==> src/rtl/wp_seq_pkg.sv <==
package wp_seq_pkg;

    typedef enum logic [2:0] {
        TK_PLAIN,
        TK_HEAD,
        TK_SECOND,
        TK_ARM,
        TK_ERASE,
        TK_RELEASE
    } tok_t;

    typedef enum logic [2:0] {
        ST_IDLE,
        ST_HEAD,
        ST_SECOND,
        ST_OPEN,
        ST_DIS1,
        ST_DIS2,
        ST_DIS3,
        ST_OFF
    } mstate_t;

endpackage

==> src/rtl/wp_byte_class.sv <==
module wp_byte_class
    import wp_seq_pkg::*;
#(
    parameter int ADDR_W = 15,
    parameter int DATA_W = 8,
    parameter logic [ADDR_W-1:0] HI_ADDR      = 15'h5555,
    parameter logic [ADDR_W-1:0] LO_ADDR      = 15'h2AAA,
    parameter logic [DATA_W-1:0] HEAD_DATA    = 8'hAA,
    parameter logic [DATA_W-1:0] SECOND_DATA  = 8'h55,
    parameter logic [DATA_W-1:0] ARM_DATA     = 8'hA0,
    parameter logic [DATA_W-1:0] ERASE_DATA   = 8'h80,
    parameter logic [DATA_W-1:0] RELEASE_DATA = 8'h20
) (
    input  logic [ADDR_W-1:0] addr,
    input  logic [DATA_W-1:0] data,
    output tok_t              tok
);

    logic at_hi;
    logic at_lo;

    assign at_hi = (addr == HI_ADDR);
    assign at_lo = (addr == LO_ADDR);

    // exact address and data match only
    always_comb begin
        tok = TK_PLAIN;
        if (at_hi && data == HEAD_DATA)         tok = TK_HEAD;
        else if (at_lo && data == SECOND_DATA)  tok = TK_SECOND;
        else if (at_hi && data == ARM_DATA)     tok = TK_ARM;
        else if (at_hi && data == ERASE_DATA)   tok = TK_ERASE;
        else if (at_hi && data == RELEASE_DATA) tok = TK_RELEASE;
    end

    always_comb begin
        assert_class_addr_R2: assert (tok == TK_PLAIN || at_hi || at_lo);
    end

endmodule

==> src/rtl/wp_seq_match.sv <==
module wp_seq_match
    import wp_seq_pkg::*;
(
    input  logic    clk,
    input  logic    rst_n,
    input  logic    stb,
    input  tok_t    tok,
    input  logic    load_end,
    output mstate_t state,
    output logic    stray
);

    mstate_t state_nx;
    logic    stray_nx;

    always_ff @(posedge clk) begin
        if (!rst_n) begin
            state <= ST_IDLE;
            stray <= 1'b0;
        end else begin
            state <= state_nx;
            stray <= stray_nx;
        end
    end

    always_comb begin
        state_nx = state;
        stray_nx = stray;
        if (load_end) begin
            // window closed, any same-cycle strobe dropped
            state_nx = ST_IDLE;
            stray_nx = 1'b0;
        end else if (stb) begin
            unique case (state)
                ST_IDLE: begin
                    if (tok == TK_HEAD) state_nx = ST_HEAD;
                    else                stray_nx = 1'b1;
                end
                ST_HEAD: begin
                    if (tok == TK_SECOND) state_nx = ST_SECOND;
                    else begin
                        state_nx = ST_IDLE;
                        stray_nx = 1'b1;
                    end
                end
                ST_SECOND: begin
                    if (tok == TK_ARM)        state_nx = ST_OPEN;
                    else if (tok == TK_ERASE) state_nx = ST_DIS1;
                    else begin
                        state_nx = ST_IDLE;
                        stray_nx = 1'b1;
                    end
                end
                ST_DIS1: begin
                    if (tok == TK_HEAD) state_nx = ST_DIS2;
                    else begin
                        state_nx = ST_IDLE;
                        stray_nx = 1'b1;
                    end
                end
                ST_DIS2: begin
                    if (tok == TK_SECOND) state_nx = ST_DIS3;
                    else begin
                        state_nx = ST_IDLE;
                        stray_nx = 1'b1;
                    end
                end
                ST_DIS3: begin
                    if (tok == TK_RELEASE) state_nx = ST_OFF;
                    else begin
                        state_nx = ST_IDLE;
                        stray_nx = 1'b1;
                    end
                end
                ST_OPEN: state_nx = ST_OPEN;   // absorb data bytes
                ST_OFF:  state_nx = ST_OFF;
                default: state_nx = ST_IDLE;
            endcase
        end
    end

    assert_end_idle_R10: assert property (@(posedge clk) disable iff (!rst_n)
        load_end |=> (state == ST_IDLE && !stray));

    assert_stray_on_byte_R8: assert property (@(posedge clk) disable iff (!rst_n)
        $rose(stray) |-> ($past(stb) && !$past(load_end)));

    assert_done_sticky_R12: assert property (@(posedge clk) disable iff (!rst_n)
        (state == ST_OPEN && !load_end) |=> state == ST_OPEN);

endmodule

==> src/rtl/wp_mode_keep.sv <==
module wp_mode_keep
    import wp_seq_pkg::*;
(
    input  logic    clk,
    input  logic    rst_n,
    input  logic    load_end,
    input  mstate_t state,
    input  logic    stray,
    output logic    prot,
    output logic    go,
    output logic    kill
);

    logic prot_nx;
    logic allow;

    always_comb begin
        prot_nx = prot;
        allow   = !prot;
        if (!stray && state == ST_OFF) begin
            prot_nx = 1'b0;
            allow   = 1'b0;
        end else if (!stray && state == ST_OPEN) begin
            prot_nx = 1'b1;
            allow   = 1'b1;
        end
    end

    always_ff @(posedge clk) begin
        if (!rst_n) begin
            prot <= 1'b0;
            go   <= 1'b0;
            kill <= 1'b0;
        end else begin
            go   <= load_end && allow;
            kill <= load_end && !allow;
            if (load_end) prot <= prot_nx;
        end
    end

    assert_one_verdict_R9: assert property (@(posedge clk) disable iff (!rst_n)
        load_end |=> (go ^ kill));

    assert_no_spurious_R9: assert property (@(posedge clk) disable iff (!rst_n)
        !load_end |=> (!go && !kill));

    assert_mode_on_end_R9: assert property (@(posedge clk) disable iff (!rst_n)
        (prot != $past(prot)) |-> $past(load_end));

    assert_lock_commits_R3: assert property (@(posedge clk) disable iff (!rst_n)
        $rose(prot) |-> go);

    assert_release_drops_R6: assert property (@(posedge clk) disable iff (!rst_n)
        $fell(prot) |-> kill);

endmodule

==> src/rtl/wp_cmd_lock.sv <==
module wp_cmd_lock
    import wp_seq_pkg::*;
#(
    parameter int ADDR_W = 15,
    parameter int DATA_W = 8
) (
    input  logic              clk,
    input  logic              rst_n,
    input  logic              wr_stb,
    input  logic [ADDR_W-1:0] wr_addr,
    input  logic [DATA_W-1:0] wr_data,
    input  logic              load_end,
    output logic              prot_on,
    output logic              commit_go,
    output logic              commit_kill
);

    localparam logic [ADDR_W-1:0] HI_A = ADDR_W'(15'h5555);
    localparam logic [ADDR_W-1:0] LO_A = ADDR_W'(15'h2AAA);

    tok_t    tok;
    mstate_t m_state;
    logic    m_stray;

    wp_byte_class #(
        .ADDR_W  (ADDR_W),
        .DATA_W  (DATA_W),
        .HI_ADDR (HI_A),
        .LO_ADDR (LO_A)
    ) u_class (
        .addr (wr_addr),
        .data (wr_data),
        .tok  (tok)
    );

    wp_seq_match u_match (
        .clk      (clk),
        .rst_n    (rst_n),
        .stb      (wr_stb),
        .tok      (tok),
        .load_end (load_end),
        .state    (m_state),
        .stray    (m_stray)
    );

    wp_mode_keep u_mode (
        .clk      (clk),
        .rst_n    (rst_n),
        .load_end (load_end),
        .state    (m_state),
        .stray    (m_stray),
        .prot     (prot_on),
        .go       (commit_go),
        .kill     (commit_kill)
    );

    assert_reset_quiet_R1: assert property (@(posedge clk)
        !rst_n |=> (!prot_on && !commit_go && !commit_kill));

endmodule

==> config.mk <==
export PLATFORM = sky130hd
export DESIGN_NAME = wp_cmd_lock
export DESIGN_NICKNAME = d
export VERILOG_FILES = /design/src/rtl/wp_seq_pkg.sv /design/src/rtl/wp_byte_class.sv /design/src/rtl/wp_seq_match.sv /design/src/rtl/wp_mode_keep.sv /design/src/rtl/wp_cmd_lock.sv
export SDC_FILE = /design/constraint.sdc
export NUM_CORES = 1
export LEC_CHECK = 0
export ABC_AREA = 1
export BUFFER_PORTS_ARGS = -buffer_cell sky130_fd_sc_hd__buf_2
export CORE_UTILIZATION = 41
export CTS_CLUSTER_SIZE = 14
export DETAILED_ROUTE_END_ITERATION = 10
export PLACE_DENSITY = 0.7
export SYNTH_ARGS = -nofsm -noshare
export SYNTH_HDL_FRONTEND = slang
export SYNTH_SLANG_ARGS = --single-unit
export TNS_END_PERCENT = 50
==> constraint.sdc <==
create_clock -name clk -period 1.1 [get_ports clk]
set_input_delay 0.22 -clock clk [delete_from_list [all_inputs] [get_ports clk]]
set_output_delay 0.22 -clock clk [all_outputs]
set_load 0.1 [all_outputs]
Yosys cells after proc, flatten, opt, wreduce, memory -nomap -nowiden

Index checks and enable logic that the tools add are counted.

Logic and storage cells: 75
Bits of input ports: 27
Flip-flop bits (word level): 7
Output and inout port bits: 3

Bitwise logic cells: 1
Eq/ne operators: 25
Mux-type cells: 23
Reductions and logical operators: 21

Operators by type and width:

| kind                                            | number |
|---|---|
| two-way mux 3 bit                               | 11 |
| == test 8 bit, second input constant            | 3 |
| one-hot mux 3 bit (8 select lines)              | 1 |
| == test 3 bit, second input constant            | 6 |
| == test 15 x 14 -> 1 bit, second input constant | 1 |
| == test 15 bit, second input constant           | 1 |
| == test 3 x 2 -> 1 bit, second input constant   | 4 |
| != test 2 bit, second input constant            | 5 |
| logical AND 1 bit                               | 9 |
| two-way mux 1 bit                               | 9 |
| == test 8 x 6 -> 1 bit, second input constant   | 1 |
| == test 8 x 7 -> 1 bit, second input constant   | 1 |
| AND reduction 7 bit                             | 1 |
| == test 3 x 1 -> 1 bit, second input constant   | 2 |
| OR reduction 2 bit                              | 3 |
| one-hot mux 1 bit (4 select lines)              | 1 |
| AND reduction 2 bit                             | 2 |
| nonzero test 4 bit                              | 1 |
| logical NOT 1 bit                               | 3 |
| logical NOT 3 bit                               | 1 |
| two-way mux 2 bit                               | 1 |
| != test 2 x 1 -> 1 bit, second input constant   | 1 |
| nonzero test 2 bit                              | 1 |
| NOT 1 bit                                       | 1 |

Depth between registers and ports, before layout

Word-level depth: 11
Depth in mapped cells: 11
Depth with buffers taken out: 11

Cells and area by module

From an unflattened synthesis, not the netlist that was laid out.

Cell total of the unflattened synthesis: 166
Area, all modules: 863.3 um2

By module, submodules not included:

| module        | seq. area each (um2) | times used | cells an instance | area an instance (um2) |
|---|---|---|---|---|
| wp_seq_match  | 80.1                 | 1          | 67                | 380.4 |
| wp_byte_class | 0.0                  | 1          | 77                | 326.6 |
| wp_mode_keep  | 60.1                 | 1          | 22                | 156.4 |

Least setup slack after synthesis

No wires, ideal clock.

Kind: register -> register
Start point: register u_mode.prot
End point: register u_mode.go
Period minus slack after synthesis: 1.417 ns
Buffers on the path: 0
Required time: 0.988 ns
Setup time: 0.112 ns
Slack: -0.317 ns
Arrival time: 1.305 ns
Cell stages (with the launch flop): 4
Cell sequence: dfxtp_1 -> o21ai_0 -> inv_1 -> nor2_1

Word-level cells in the longest chain between the ends: 4

Ends and longest elaborated chain:

| item                   | line               | RTL |
|---|---|---|
| from (decl)            | wp_mode_keep.sv:9  | `output logic prot,` |
| from (signal assigned) | wp_mode_keep.sv:37 | `if (load_end) prot <= prot_nx;` |
| logical NOT 1 bit      | wp_mode_keep.sv:19 | `allow = !prot;` |
| two-way mux 1 bit      | wp_mode_keep.sv:23 | `end else if (!stray && state == ST_OPEN) begin` |
| two-way mux 1 bit      | wp_mode_keep.sv:20 | `if (!stray && state == ST_OFF) begin` |
| logical AND 1 bit      | wp_mode_keep.sv:35 | `go <= load_end && allow;` |
| to (signal assigned)   | wp_mode_keep.sv:35 |  |
| to (decl)              | wp_mode_keep.sv:10 | `output logic go,` |

No other way between the ends.
A chain may end at the register's enable or synchronous reset.

Final worst setup path

Start point: register u_match.state[0]
End point: register u_match.state[1]

Word-level cells in the longest chain between the ends: 3
Elaborated cells between the ends (all ways): 11
Classes of those cells: 8 x eq/ne; 1 x mux; 2 x reduce/logical

Ends and longest elaborated chain:

| item                                                                       | line               | RTL |
|---|---|---|
| from (decl)                                                                | wp_seq_match.sv:9  | `output mstate_t state,` |
| from (signal assigned)                                                     | wp_seq_match.sv:21 | `state <= state_nx;` |
| branches (longest 3 deep; another with one-hot mux 3 bit (8 select lines)) | --                 |  |

Parallel ways; which one is timed is not known.

==> impl_metrics.toml <==
[status]
outcome = "complete, but fails checks"
violations = "setup timing"

[route]
ant_nets = 0
finalWirelength_mm = 1.680
drt_iter0_drc = 21
avgRoutedWirePerCell_microns = 8.984
viasPerCell = 4.690
drc = 0
drt_pass1_iterations = 4
dr_total_vias = 877

[floorplan]
core_sq_mm = 0.001541
die_w_microns = 43.27
die_h_microns = 43.27
die_area_sq_mm = 0.001872
ios = 30
num_rows = 14
start_util_pct = 45.29

[global_route]
grt.total_usage_pct = 19.69
grt_pass1_vias = 759
gr-usage-met3_pct = 6.383
gr-usage-met2_pct = 33.73
grt_overflow = 0
antenna_found_initial = 0
grt_use_met1_pct = 23.97
top_usage_layer = "met2"
grt_first_pass_wirelength_mm = 2.822
grt_max_degree = 6

[setup_path]
worst-setup-path-type = "flop to flop"
cp_top_family = "simple AND/OR/NAND/NOR gates"
cp_common_cell = "nand3_1"
critPathMaxFanout = 3
cpMaxStageDelayCell = "dfxtp_2"
r2r_end = "u_match.state[1]"
crit_required_ns = 1.27
crit_chain = "inv_2 > or2_1 > nor2_1 > nand3_1 > nand3_1 > o21bai_1 > a21oi_1"
reg2reg_slack_ns = -0.08
cp_slowest_stage_delay_ns = 0.34
critPathBufInv = 1
r2r_cells = 7
crit_arrival_ns = 1.36
cp-end-kind = "flop"
critPathLaunchType = "flop"
reg2reg_from = "u_match.state[0]"

[clock_network]
cts_buffer_depth = 2
cts.root.buffer_cell = "clkbuf_4"
insertion_delay_ns = 0.25
cts_buffers = 3
cts_tree = "done"
clock_sinks = 7
clk_pin_slew_ns = 0.05
cts_setup_buffers = 0
htree_levels = 1
holdBufCountCts = 0

[logic_synthesis]
synth_top_family_by_area = "simple AND/OR/NAND/NOR gates"
synthSimpleGateAreaFrac_pct = 54.12
ys_seq_area_share_pct = 20.07
synthAdderAreaFrac_pct = 0
synth_xor_area_share_pct = 0
synth-compound-area-share_pct = 9.140
syn_nets = 161
yosysWarnings = 0
syn_avg_cell_area_sq_um = 5.210
syn_inst = 134
synthMuxAreaShare_pct = 0
synth_cell_types = 18
syn-cell-area_sq_um = 698.2
synth-seq-cells = 7

[place]
dp_hpwl_mm = 1.440
dp.cells = 183
place.gp.congestion = 0.7933
place_area_sq_um = 939.7
portBuffers = 29

[sta]
hold_viol = 0
max_clock_freq_mhz = 845.8
finalCritPeriodShare_pct = 107.5
period_needed_ns = 1.182
worst_pin_slew_ns = 0.2013
rsz0062_at_grt = "yes"
worst_slack_ns = -0.08226
slew_headroom_pct = 86.49
finalSetupViolCount = 3
maxSlewViolCount = 0
fin_skew_ns = 0.001441

[layout]
area_growth_syn_to_layout_pct = 41.40
layout.nets = 199
diodes = 0
drive_above_1_share_pct = 32.75
fin_area_sq_um = 987.2
finalNonFillerCells = 187

[pwr]
p_per_area_mw_per_mm2 = 632.3
p_leak_nw = 0.5663
p_total_uw = 624.2
ir_worst_vdd_v = 0.0008505

[worst_hold_path]
whs_endpoint = "u_mode.prot"
hp-class = "input port to flop"
hold_depth = 3
hp-start = "rst_n"

[run]
maxCapViolations = 0
-- through the flow --
step	hold slack [ns]	setup TNS (ns)	setup WS, ns	util (%)
after floorplan	0.3355	-0.05796	-0.02898	-
after global placement	0.4494	-0.5729	-0.1526	60.96
after detailed placement	0.4493	-0.6609	-0.1784	60.96
after CTS	0.2049	-0.1792	-0.06738	62.82
after global routing	0.2182	-0.4917	-0.1502	64.04
final	0.2089	-0.2092	-0.08226	64.04
-- power breakdown --
group	internal, mW	total, mW	switching [mW]	leakage [nW]
Clock	0.138	0.227	0.0894	0.0150
Combinational	0.0631	0.138	0.0754	0.492
Sequential	0.255	0.258	0.00280	0.0592
-- cells in the mapped netlist --
cell	count	share of area, %
nand2_1	34	18
inv_1	30	16
nor2_1	28	15
nand3_1	8	5.7
dfxtp_1	7	20
nand4_1	7	6.3
a21oi_1	4	2.9
nand2_2	3	2.7
o21ai_0	3	2.1
o21bai_1	2	2.1
a21oi_2	1	1.3
inv_2	1	0.54
nand3_2	1	1.4
nor2_4	1	1.6
nor2b_2	1	1.3
o21ai_1	1	0.72
or2_1	1	0.90
or2_2	1	0.90
-- placed cells by master (no fill, tap or decap) --
| cell | instances |
|---|---|
| nor2b_2 | 1 |
| inv_1 | 28 |
| nor2_1 | 25 |
| buf_4 | 4 |
| a21oi_2 | 1 |
| nand2_2 | 4 |
| buf_2 | 26 |
| inv_2 | 3 |
| a21oi_1 | 4 |
| dfxtp_4 | 1 |
| nor2_2 | 3 |
| nand2_1 | 33 |
| nand4_1 | 7 |
| nor2_4 | 1 |
| or2_1 | 1 |
| o21bai_1 | 2 |
| o21ai_0 | 2 |
| or2_2 | 1 |
| dfxtp_1 | 3 |
| dfxtp_2 | 3 |
| clkbuf_4 | 3 |
| o21ai_1 | 2 |
| clkbuf_1 | 1 |
| buf_12 | 3 |
| nand3_1 | 7 |
| nand3_2 | 2 |
-- worst register-to-register path, stage by stage (launching register included) --
cell      delay (ns)
dfxtp_2         0.34
inv_2           0.05
or2_1           0.23
nor2_1          0.09
nand3_1         0.10
nand3_1         0.11
o21bai_1        0.07
a21oi_1         0.12
-- cell type report --
class                           instances  area (sq um)
Fill cell                             148         554.3
Multi-Input combinational cell         96         456.7
Timing Repair Buffer                   33         220.2
Sequential cell                         7         147.6
Inverter                               31         116.4
Clock buffer                            4         26.28
Tap cell                               16         20.02
-- logic make-up after synthesis --
kind of cell | Yosys count
simple gates | 85
buf+inv | 31
compound gates | 11
flops | 7
-- metal layers --
metal | vias up | share of wire [%]
li1 | 480 | -
met1 | 378 | 47
met2 | 19 | 48
met3 | 0 | 4.5
met4 | 0 | 0
met5 | - | 0
-- sequential cells by signal (all words and copies together), names as in the netlist --
name / cells
u_match.state: 3
u_mode.prot: 1
u_match.stray: 1
u_mode.kill: 1
u_mode.go: 1
-- what timing repair did --
action | in CTS | in global routing
gates resized for setup | 2 | 10
endpoints found under the setup margin | 4 | 7
pin swaps | 2 | 5
-- worst max path at each step --
stage / startpoint / endpoint / slack [ns] / cells past startpoint
3_3_place_gp: wr_addr[9] / u_match.stray / -0.15 / 11
5_1_grt: u_match.state[1] / u_match.state[0] / -0.15 / 9
4_1_cts: u_match.state[0] / u_match.state[1] / -0.07 / 7
6_report: u_match.state[0] / u_match.state[1] / -0.08 / 7
2_1_floorplan: u_mode.go / commit_go / -0.03 / 0
3_5_place_dp: wr_addr[13] / u_match.state[0] / -0.18 / 11
Power figures use the tool's default switching activity.
